### config.mk
export PLATFORM = sky130hd
export DESIGN_NAME = quad_lane_framer
export DESIGN_NICKNAME = d
export VERILOG_FILES = /design/src/rtl/lfr_pkg.sv /design/src/rtl/lfr_ctrl.sv /design/src/rtl/lfr_stripe.sv /design/src/rtl/lfr_enc.sv /design/src/rtl/quad_lane_framer.sv
export SDC_FILE = /design/constraint.sdc
export NUM_CORES = 1
export LEC_CHECK = 0
export BUFFER_PORTS_ARGS = -buffer_cell sky130_fd_sc_hd__buf_2
export CAP_MARGIN = 10
export CORE_AREA = 4 4 136 138
export DETAILED_ROUTE_END_ITERATION = 6
export DIE_AREA = 0 0 140 142
export GPL_TIMING_DRIVEN = 1
export SLEW_MARGIN = 20
export SYNTH_ARGS = -nofsm -noshare
export SYNTH_HDL_FRONTEND = slang
export SYNTH_SLANG_ARGS = --single-unit
### constraint.sdc
create_clock -name clk -period 7.6 [get_ports clk]
set_input_delay 0.38 -clock clk [delete_from_list [all_inputs] [get_ports clk]]
set_output_delay 0.38 -clock clk [all_outputs]
set_load 0.03 [all_outputs]
### src/rtl/lfr_pkg.sv
package lfr_pkg;
    localparam int BYTE_W = 8;
    localparam int CODE_W = 10;
    localparam logic [BYTE_W-1:0] K28_5 = 8'hBC;

    typedef enum logic [1:0] {
        ST_ALIGN = 2'd0,
        ST_SYNC  = 2'd1,
        ST_RUN   = 2'd2
    } frm_state_e;

    typedef struct packed {
        logic              is_k;
        logic [BYTE_W-1:0] val;
    } lane_char_t;
endpackage

### src/rtl/lfr_ctrl.sv
module lfr_ctrl
    import lfr_pkg::*;
#(
    parameter int ALIGN_CYC = 8
) (
    input  logic clk,
    input  logic rst_n,
    input  logic word_valid,
    input  logic sync_req,
    input  logic time_strobe,
    output logic send_comma
);
    localparam int CNT_W = $clog2(ALIGN_CYC + 1);

    frm_state_e state_q, state_d;
    logic [CNT_W-1:0] cnt_q, cnt_d;

    // state register
    always_ff @(posedge clk or negedge rst_n) begin
        if (!rst_n) begin
            state_q <= ST_ALIGN;
            cnt_q   <= '0;
        end else begin
            state_q <= state_d;
            cnt_q   <= cnt_d;
        end
    end

    // transitions
    always_comb begin
        state_d = state_q;
        cnt_d   = cnt_q;
        unique case (state_q)
            ST_ALIGN: begin
                if (cnt_q == CNT_W'(ALIGN_CYC - 1)) begin
                    state_d = ST_RUN;
                    cnt_d   = '0;
                end else begin
                    cnt_d = cnt_q + 1'b1;
                end
            end
            ST_RUN:  if (sync_req)  state_d = ST_SYNC;
            ST_SYNC: if (!sync_req) state_d = ST_RUN;
            default: state_d = ST_ALIGN;
        endcase
    end

    // outputs
    always_comb begin
        unique case (state_q)
            ST_RUN:  send_comma = sync_req | time_strobe | ~word_valid;
            default: send_comma = 1'b1;
        endcase
    end

    AST_ALIGN_BOUND: assert property (@(posedge clk) disable iff (!rst_n)
        (state_q == ST_ALIGN) |-> (cnt_q < CNT_W'(ALIGN_CYC)));
    AST_SYNC_EXIT: assert property (@(posedge clk) disable iff (!rst_n)
        (state_q == ST_SYNC && !sync_req) |=> (state_q == ST_RUN));
    AST_SYNC_ENTER: assert property (@(posedge clk) disable iff (!rst_n)
        (state_q == ST_RUN && sync_req) |=> (state_q == ST_SYNC));
endmodule

### src/rtl/lfr_stripe.sv
module lfr_stripe
    import lfr_pkg::*;
#(
    parameter int LANES = 4
) (
    input  logic [LANES*BYTE_W-1:0] data_in,
    input  logic                    send_comma,
    output lane_char_t [LANES-1:0]  chars
);
    for (genvar g = 0; g < LANES; g++) begin : g_lane
        always_comb begin
            chars[g].is_k = send_comma;
            chars[g].val  = send_comma ? K28_5 : data_in[g*BYTE_W +: BYTE_W];
        end
    end
endmodule

### src/rtl/lfr_enc.sv
module lfr_enc
    import lfr_pkg::*;
(
    input  logic              clk,
    input  logic              rst_n,
    input  lane_char_t        chr_i,
    output logic [CODE_W-1:0] code_o
);
    localparam logic [CODE_W-1:0] COMMA_NEG = 10'b0011111010;
    localparam logic [CODE_W-1:0] COMMA_POS = 10'b1100000101;
    localparam logic [CODE_W-1:0] IDLE_RST  = 10'b1010101010;

    function automatic logic [5:0] sub6(input logic [4:0] x);
        case (x)
            5'd0:  sub6 = 6'b100111;  5'd1:  sub6 = 6'b011101;
            5'd2:  sub6 = 6'b101101;  5'd3:  sub6 = 6'b110001;
            5'd4:  sub6 = 6'b110101;  5'd5:  sub6 = 6'b101001;
            5'd6:  sub6 = 6'b011001;  5'd7:  sub6 = 6'b111000;
            5'd8:  sub6 = 6'b111001;  5'd9:  sub6 = 6'b100101;
            5'd10: sub6 = 6'b010101;  5'd11: sub6 = 6'b110100;
            5'd12: sub6 = 6'b001101;  5'd13: sub6 = 6'b101100;
            5'd14: sub6 = 6'b011100;  5'd15: sub6 = 6'b010111;
            5'd16: sub6 = 6'b011011;  5'd17: sub6 = 6'b100011;
            5'd18: sub6 = 6'b010011;  5'd19: sub6 = 6'b110010;
            5'd20: sub6 = 6'b001011;  5'd21: sub6 = 6'b101010;
            5'd22: sub6 = 6'b011010;  5'd23: sub6 = 6'b111010;
            5'd24: sub6 = 6'b110011;  5'd25: sub6 = 6'b100110;
            5'd26: sub6 = 6'b010110;  5'd27: sub6 = 6'b110110;
            5'd28: sub6 = 6'b001110;  5'd29: sub6 = 6'b101110;
            5'd30: sub6 = 6'b011110;  default: sub6 = 6'b101011;
        endcase
    endfunction

    function automatic logic [3:0] sub4(input logic [2:0] y, input logic alt);
        case (y)
            3'd0: sub4 = 4'b1011;  3'd1: sub4 = 4'b1001;
            3'd2: sub4 = 4'b0101;  3'd3: sub4 = 4'b1100;
            3'd4: sub4 = 4'b1101;  3'd5: sub4 = 4'b1010;
            3'd6: sub4 = 4'b0110;  default: sub4 = alt ? 4'b0111 : 4'b1110;
        endcase
    endfunction

    logic              rd_q, rd_d, rd_mid, unbal6, unbal4, use_alt;
    logic [4:0]        x;
    logic [2:0]        y;
    logic [5:0]        b6, s6;
    logic [3:0]        b4, s4;
    logic [CODE_W-1:0] code_d;

    always_comb begin
        x       = chr_i.val[4:0];
        y       = chr_i.val[7:5];
        b6      = sub6(x);
        unbal6  = ($countones(b6) != 3);
        s6      = (rd_q && (unbal6 || x == 5'd7)) ? ~b6 : b6;
        rd_mid  = rd_q ^ unbal6;
        use_alt = rd_mid ? (x == 5'd11 || x == 5'd13 || x == 5'd14)
                         : (x == 5'd17 || x == 5'd18 || x == 5'd20);
        b4      = sub4(y, use_alt);
        unbal4  = ($countones(b4) != 2);
        s4      = (rd_mid && (unbal4 || y == 3'd3)) ? ~b4 : b4;
        if (chr_i.is_k) begin
            code_d = rd_q ? COMMA_POS : COMMA_NEG;
            rd_d   = ~rd_q;
        end else begin
            code_d = {s6, s4};
            rd_d   = rd_mid ^ unbal4;
        end
    end

    always_ff @(posedge clk or negedge rst_n) begin
        if (!rst_n) begin
            code_o <= IDLE_RST;
            rd_q   <= 1'b0;
        end else begin
            code_o <= code_d;
            rd_q   <= rd_d;
        end
    end

    AST_CODE_WEIGHT: assert property (@(posedge clk) disable iff (!rst_n)
        ($countones(code_o) >= 4 && $countones(code_o) <= 6));
    AST_RD_HIGH: assert property (@(posedge clk) disable iff (!rst_n)
        ($countones(code_o) == 6) |-> rd_q);
    AST_RD_LOW: assert property (@(posedge clk) disable iff (!rst_n)
        ($countones(code_o) == 4) |-> !rd_q);
    AST_COMMA_NEG: assert property (@(posedge clk) disable iff (!rst_n)
        (chr_i.is_k && !rd_q) |=> (code_o == COMMA_NEG));
endmodule

### src/rtl/quad_lane_framer.sv
module quad_lane_framer
    import lfr_pkg::*;
#(
    parameter int LANES     = 4,
    parameter int ALIGN_CYC = 8
) (
    input  logic                    clk,
    input  logic                    rst_n,
    input  logic [LANES*BYTE_W-1:0] data_in,
    input  logic                    word_valid,
    input  logic                    sync_req,
    input  logic                    time_strobe,
    output logic [LANES*CODE_W-1:0] lane_code
);
    localparam int LAST = LANES - 1;

    logic                   send_comma;
    lane_char_t [LANES-1:0] chars;

    lfr_ctrl #(.ALIGN_CYC(ALIGN_CYC)) u_ctrl (
        .clk        (clk),
        .rst_n      (rst_n),
        .word_valid (word_valid),
        .sync_req   (sync_req),
        .time_strobe(time_strobe),
        .send_comma (send_comma)
    );

    lfr_stripe #(.LANES(LANES)) u_stripe (
        .data_in   (data_in),
        .send_comma(send_comma),
        .chars     (chars)
    );

    for (genvar g = 0; g < LANES; g++) begin : g_enc
        lfr_enc u_enc (
            .clk   (clk),
            .rst_n (rst_n),
            .chr_i (chars[g]),
            .code_o(lane_code[g*CODE_W +: CODE_W])
        );
    end

    AST_SYNC_COMMA: assert property (@(posedge clk) disable iff (!rst_n)
        sync_req |=> (lane_code[CODE_W-1:0] == 10'b0011111010 ||
                      lane_code[CODE_W-1:0] == 10'b1100000101));
    AST_STROBE_COMMA: assert property (@(posedge clk) disable iff (!rst_n)
        time_strobe |=> (lane_code[LAST*CODE_W +: CODE_W] == 10'b0011111010 ||
                         lane_code[LAST*CODE_W +: CODE_W] == 10'b1100000101));
endmodule

==> summary.txt <==
Outcome
  • Status: finished clean

Timing
  • Slew of the pin with the lowest slew margin: 0.824 ns
  • RSZ-0062 raised after global routing: false
  • Max-slew headroom: 43.7%
  • Final setup violation count: 0
  • Hold Vio Cnt, Final: 0
  • Fmax achieved: 146 MHz
  • Slew Viols, Final: 0
  • Crit path time final: around 6.8 ns
  • Clock Skews: around 0.0042 ns
  • Fin crit share: around 90%
  • Sum Neg Setup Slack: 0 ns

Placement
  • GPL Wtd Cong: 0.800
  • Placed cell area: 5830 um2
  • Post-DP HPWL: 10100 um
  • # port buffers: 76

Drt
  • DRT antenna net count: 0
  • DR pass1 iterations: 5
  • Final wirelength: 13200 um
  • Vias post-DR: about 4700
  • Vias/cell: a little over 5
  • Drt drc: 0
  • WL/cell: 14.5 um
  • Initial DRC count: 310

Worst setup path
  • CP startpoint kind: flop
  • Kind of critical path: flop to flop
  • Crit Path Max Fanout: 16
  • WP data arrival: between 7 and 8 ns
  • Critical Path RT: between 7 and 8 ns
  • Worst setup EP type: flop

Final layout
  • Final core occ: 35.1%
  • Share of layout cells above drive strength 1: 19.5%
  • Final Cell Area: 6030 um2
  • Ant. Diodes: 0
  • P&R area growth vs syn: 13.5%
  • Most frequent cells in the layout: buf_2 (76), nor2_1 (52), a21oi_1 (52)
  • Final net count: 782
  • Fill cells: about 1800
  • Leading cell type in the layout, fill and taps excluded: buf_2

CTS
  • Worst-path clk slew: approximately 0.07 ns
  • Cts hold-fix bufs: 0
  • Clk_lat worst skew: 0.30 ns
  • Root Buffer: clkbuf_16
  • CTS tree: yes
  • Setup Fix Bufs, Post-CTS: 0
  • TritonCTS Buffers: 5
  • Post-CTS Resized: 0
  • Clock sinks: 50
  • Clock buffer depth: 2
  • H-tree depth: 2

GRT
  • Initial antenna violation count: 1
  • Global-route usage over all layers: around an eighth
  • Grt total ovfl: 0
  • Met3 Usage GRT: 2.32%
  • GR peak layer: met2
  • First-pass GRT wire length: 22200 um
  • M1 GR Usage: ~18%
  • GRT met2 Usage: a little under a quarter
  • Vias in the first global route: 4506
  • Largest net degree at the start of global routing: 51

Power
  • Switching portion of total power: between 40% and 50%
  • Sequential power share: 28.7%
  • Part of the power in the clock network: roughly 17%
  • Power after layout: 1740 uW
  • Pint: 965 uW
  • Pwr dens: 289 nW/um2
  • Comb power frac: 54.2%
  • Worst VDD drop: 0.000152 V
  • P_sw: 777 uW
  • Leak Pwr: 0.00253 uW

Floorplanning
  • DIE AREA: 19900 um2
  • Die width: 140 um
  • # IOs: 77
  • Initial Util: 31.0%
  • Core Region: 17200 um2
  • Die Y: approximately 140 um
  • Core Rows: between 40 and 50

Synthesis
  • FF+latch count, synth: 50
  • Avg Synthesized Cell Area: 8.26 um2
  • Cell Area, Synth: roughly 5300 um2
  • Asr flop ratio synth: 100%
  • Post-synth EDFFs: 0
  • Post-synthesis net count: between 700 and 800
  • Yosys cell types: 76
  • Top FF cell, synth: dfrtp_1
  • Ys Warns: 0
  • Sequential area share after synthesis: 24.0%
  • Mapped Cells: 644

Job
  • Max Cap Violations: 0

Worst hold path
  • Hold Crit Class: input pin to asynchronous set/reset pin
-- critical path, cell delays in order, from the launching register on --
cell      delay (ns)
dfrtp_1         0.46
or2_1           0.42
nor2_4          0.16
buf_4           0.23
nand2_1         0.12
ha_1            0.25
or3b_2          0.44
o311a_1         0.13
mux2i_1         0.13
o32ai_1         0.14
ha_1            0.34
fa_1            0.36
ha_1            0.27
and4bb_2        0.29
xor2_1          0.27
nand4_1         0.12
a211oi_1        0.43
or2_2           0.19
ha_1            0.22
ha_1            0.19
fa_1            0.48
nor3b_1         0.38
a21oi_1         0.26
and3_1          0.25
mux2i_1         0.11
nand2_1         0.07
-- cell usage after synthesis (9+ instances only) --
cell / n / area (um2)
a21oi_1: 52 / 260
nor2_1: 52 / 195
nand2_1: 48 / 180
ha_1: 47 / 588
xor2_1: 41 / 359
o21ai_0: 34 / 170
clkbuf_1: 30 / 113
dfrtp_1: 30 / 751
inv_1: 27 / 101
xnor2_1: 22 / 193
dfstp_2: 20 / 526
nor3_1: 15 / 75.1
nand3_1: 13 / 65.1
a31oi_1: 11 / 68.8
buf_2: 11 / 55.1
fa_1: 11 / 220
nand2b_1: 11 / 68.8
a211oi_1: 9 / 67.6
and3_1: 9 / 56.3
-- state kept, by name, summed over array words and instances, names as in the netlist --
register and cells:
u_ctrl.state_q 2, g_enc.u_enc.code_o 40, u_ctrl.cnt_q 4, g_enc.u_enc.rd_q 4
-- kinds of logic after synthesis --
group           Yosys count  share of synthesized area, %
flops                    50                          24.0
fa+ha+maj                58                          15.2
buf+inv                  76                          5.79
simple gates            214                          21.3
compound gates          171                          20.9
xor+xnor                 63                          10.4
mux                      12                          2.35
-- power groups by stage --
stage	combinational, uW	sequential [uW]	clock (uW)
floorplan	518	715	0
global placement	943	507	0
detailed placement	952	509	0
CTS	957	504	305
global route	1040	520	314
finish	943	501	297
-- layout make-up --
class / count / area [um2] / area share, %
well taps: 225 / 282 / 4.67
repair buffers: 83 / 433 / 7.18
inverters: 29 / 109 / 1.80
flip-flops and latches: 50 / 1280 / 21.2
clock inverters: 2 / 60.1 / 0.995
clock buffers: 6 / 139 / 2.30
multi-input cells: 518 / 3730 / 61.9
-- path summary, 6_finish.rpt --
check	from	end	slack, ns	cells past startpoint
max	u_ctrl.state_q[0]$_DFFE_PN0P_	g_enc[0].u_enc.code_o[0]$_DFF_PN0_	0.76	25
min	rst_n	g_enc[3].u_enc.code_o[0]$_DFF_PN0_	0.19	2
max reg2reg	u_ctrl.state_q[0]$_DFFE_PN0P_	g_enc[0].u_enc.code_o[0]$_DFF_PN0_	0.76	25
min reg2reg	u_ctrl.cnt_q[2]$_DFFE_PN0P_	u_ctrl.cnt_q[2]$_DFFE_PN0P_	0.51	1
max in group asynchronous	rst_n	g_enc[0].u_enc.code_o[4]$_DFF_PN0_	6.98	2
min in group clk	sync_req	u_ctrl.state_q[0]$_DFFE_PN0P_	0.36	2
-- layer usage --
| layer | part of all wire, % | vias up |
|---|---|---|
| li1 | - | 2402 |
| met1 | 46 | 2197 |
| met2 | 48 | 98 |
| met3 | 4.5 | 9 |
| met4 | 0.92 | 2 |
| met5 | 0.061 | - |
-- stage by stage --
step | setup WS [ns] | hold WS, ns | std cells
2_1_floorplan | 0.626 | 0.0844 | 644
3_3_place_gp | 0.833 | 0.496 | 905
3_5_place_dp | 0.730 | 0.497 | 905
4_1_cts | 0.716 | 0.212 | 913
5_1_grt | 0.264 | 0.246 | 913
6_report | 0.756 | 0.186 | 913
No activity file was read; power rests on OpenSTA's default activity.
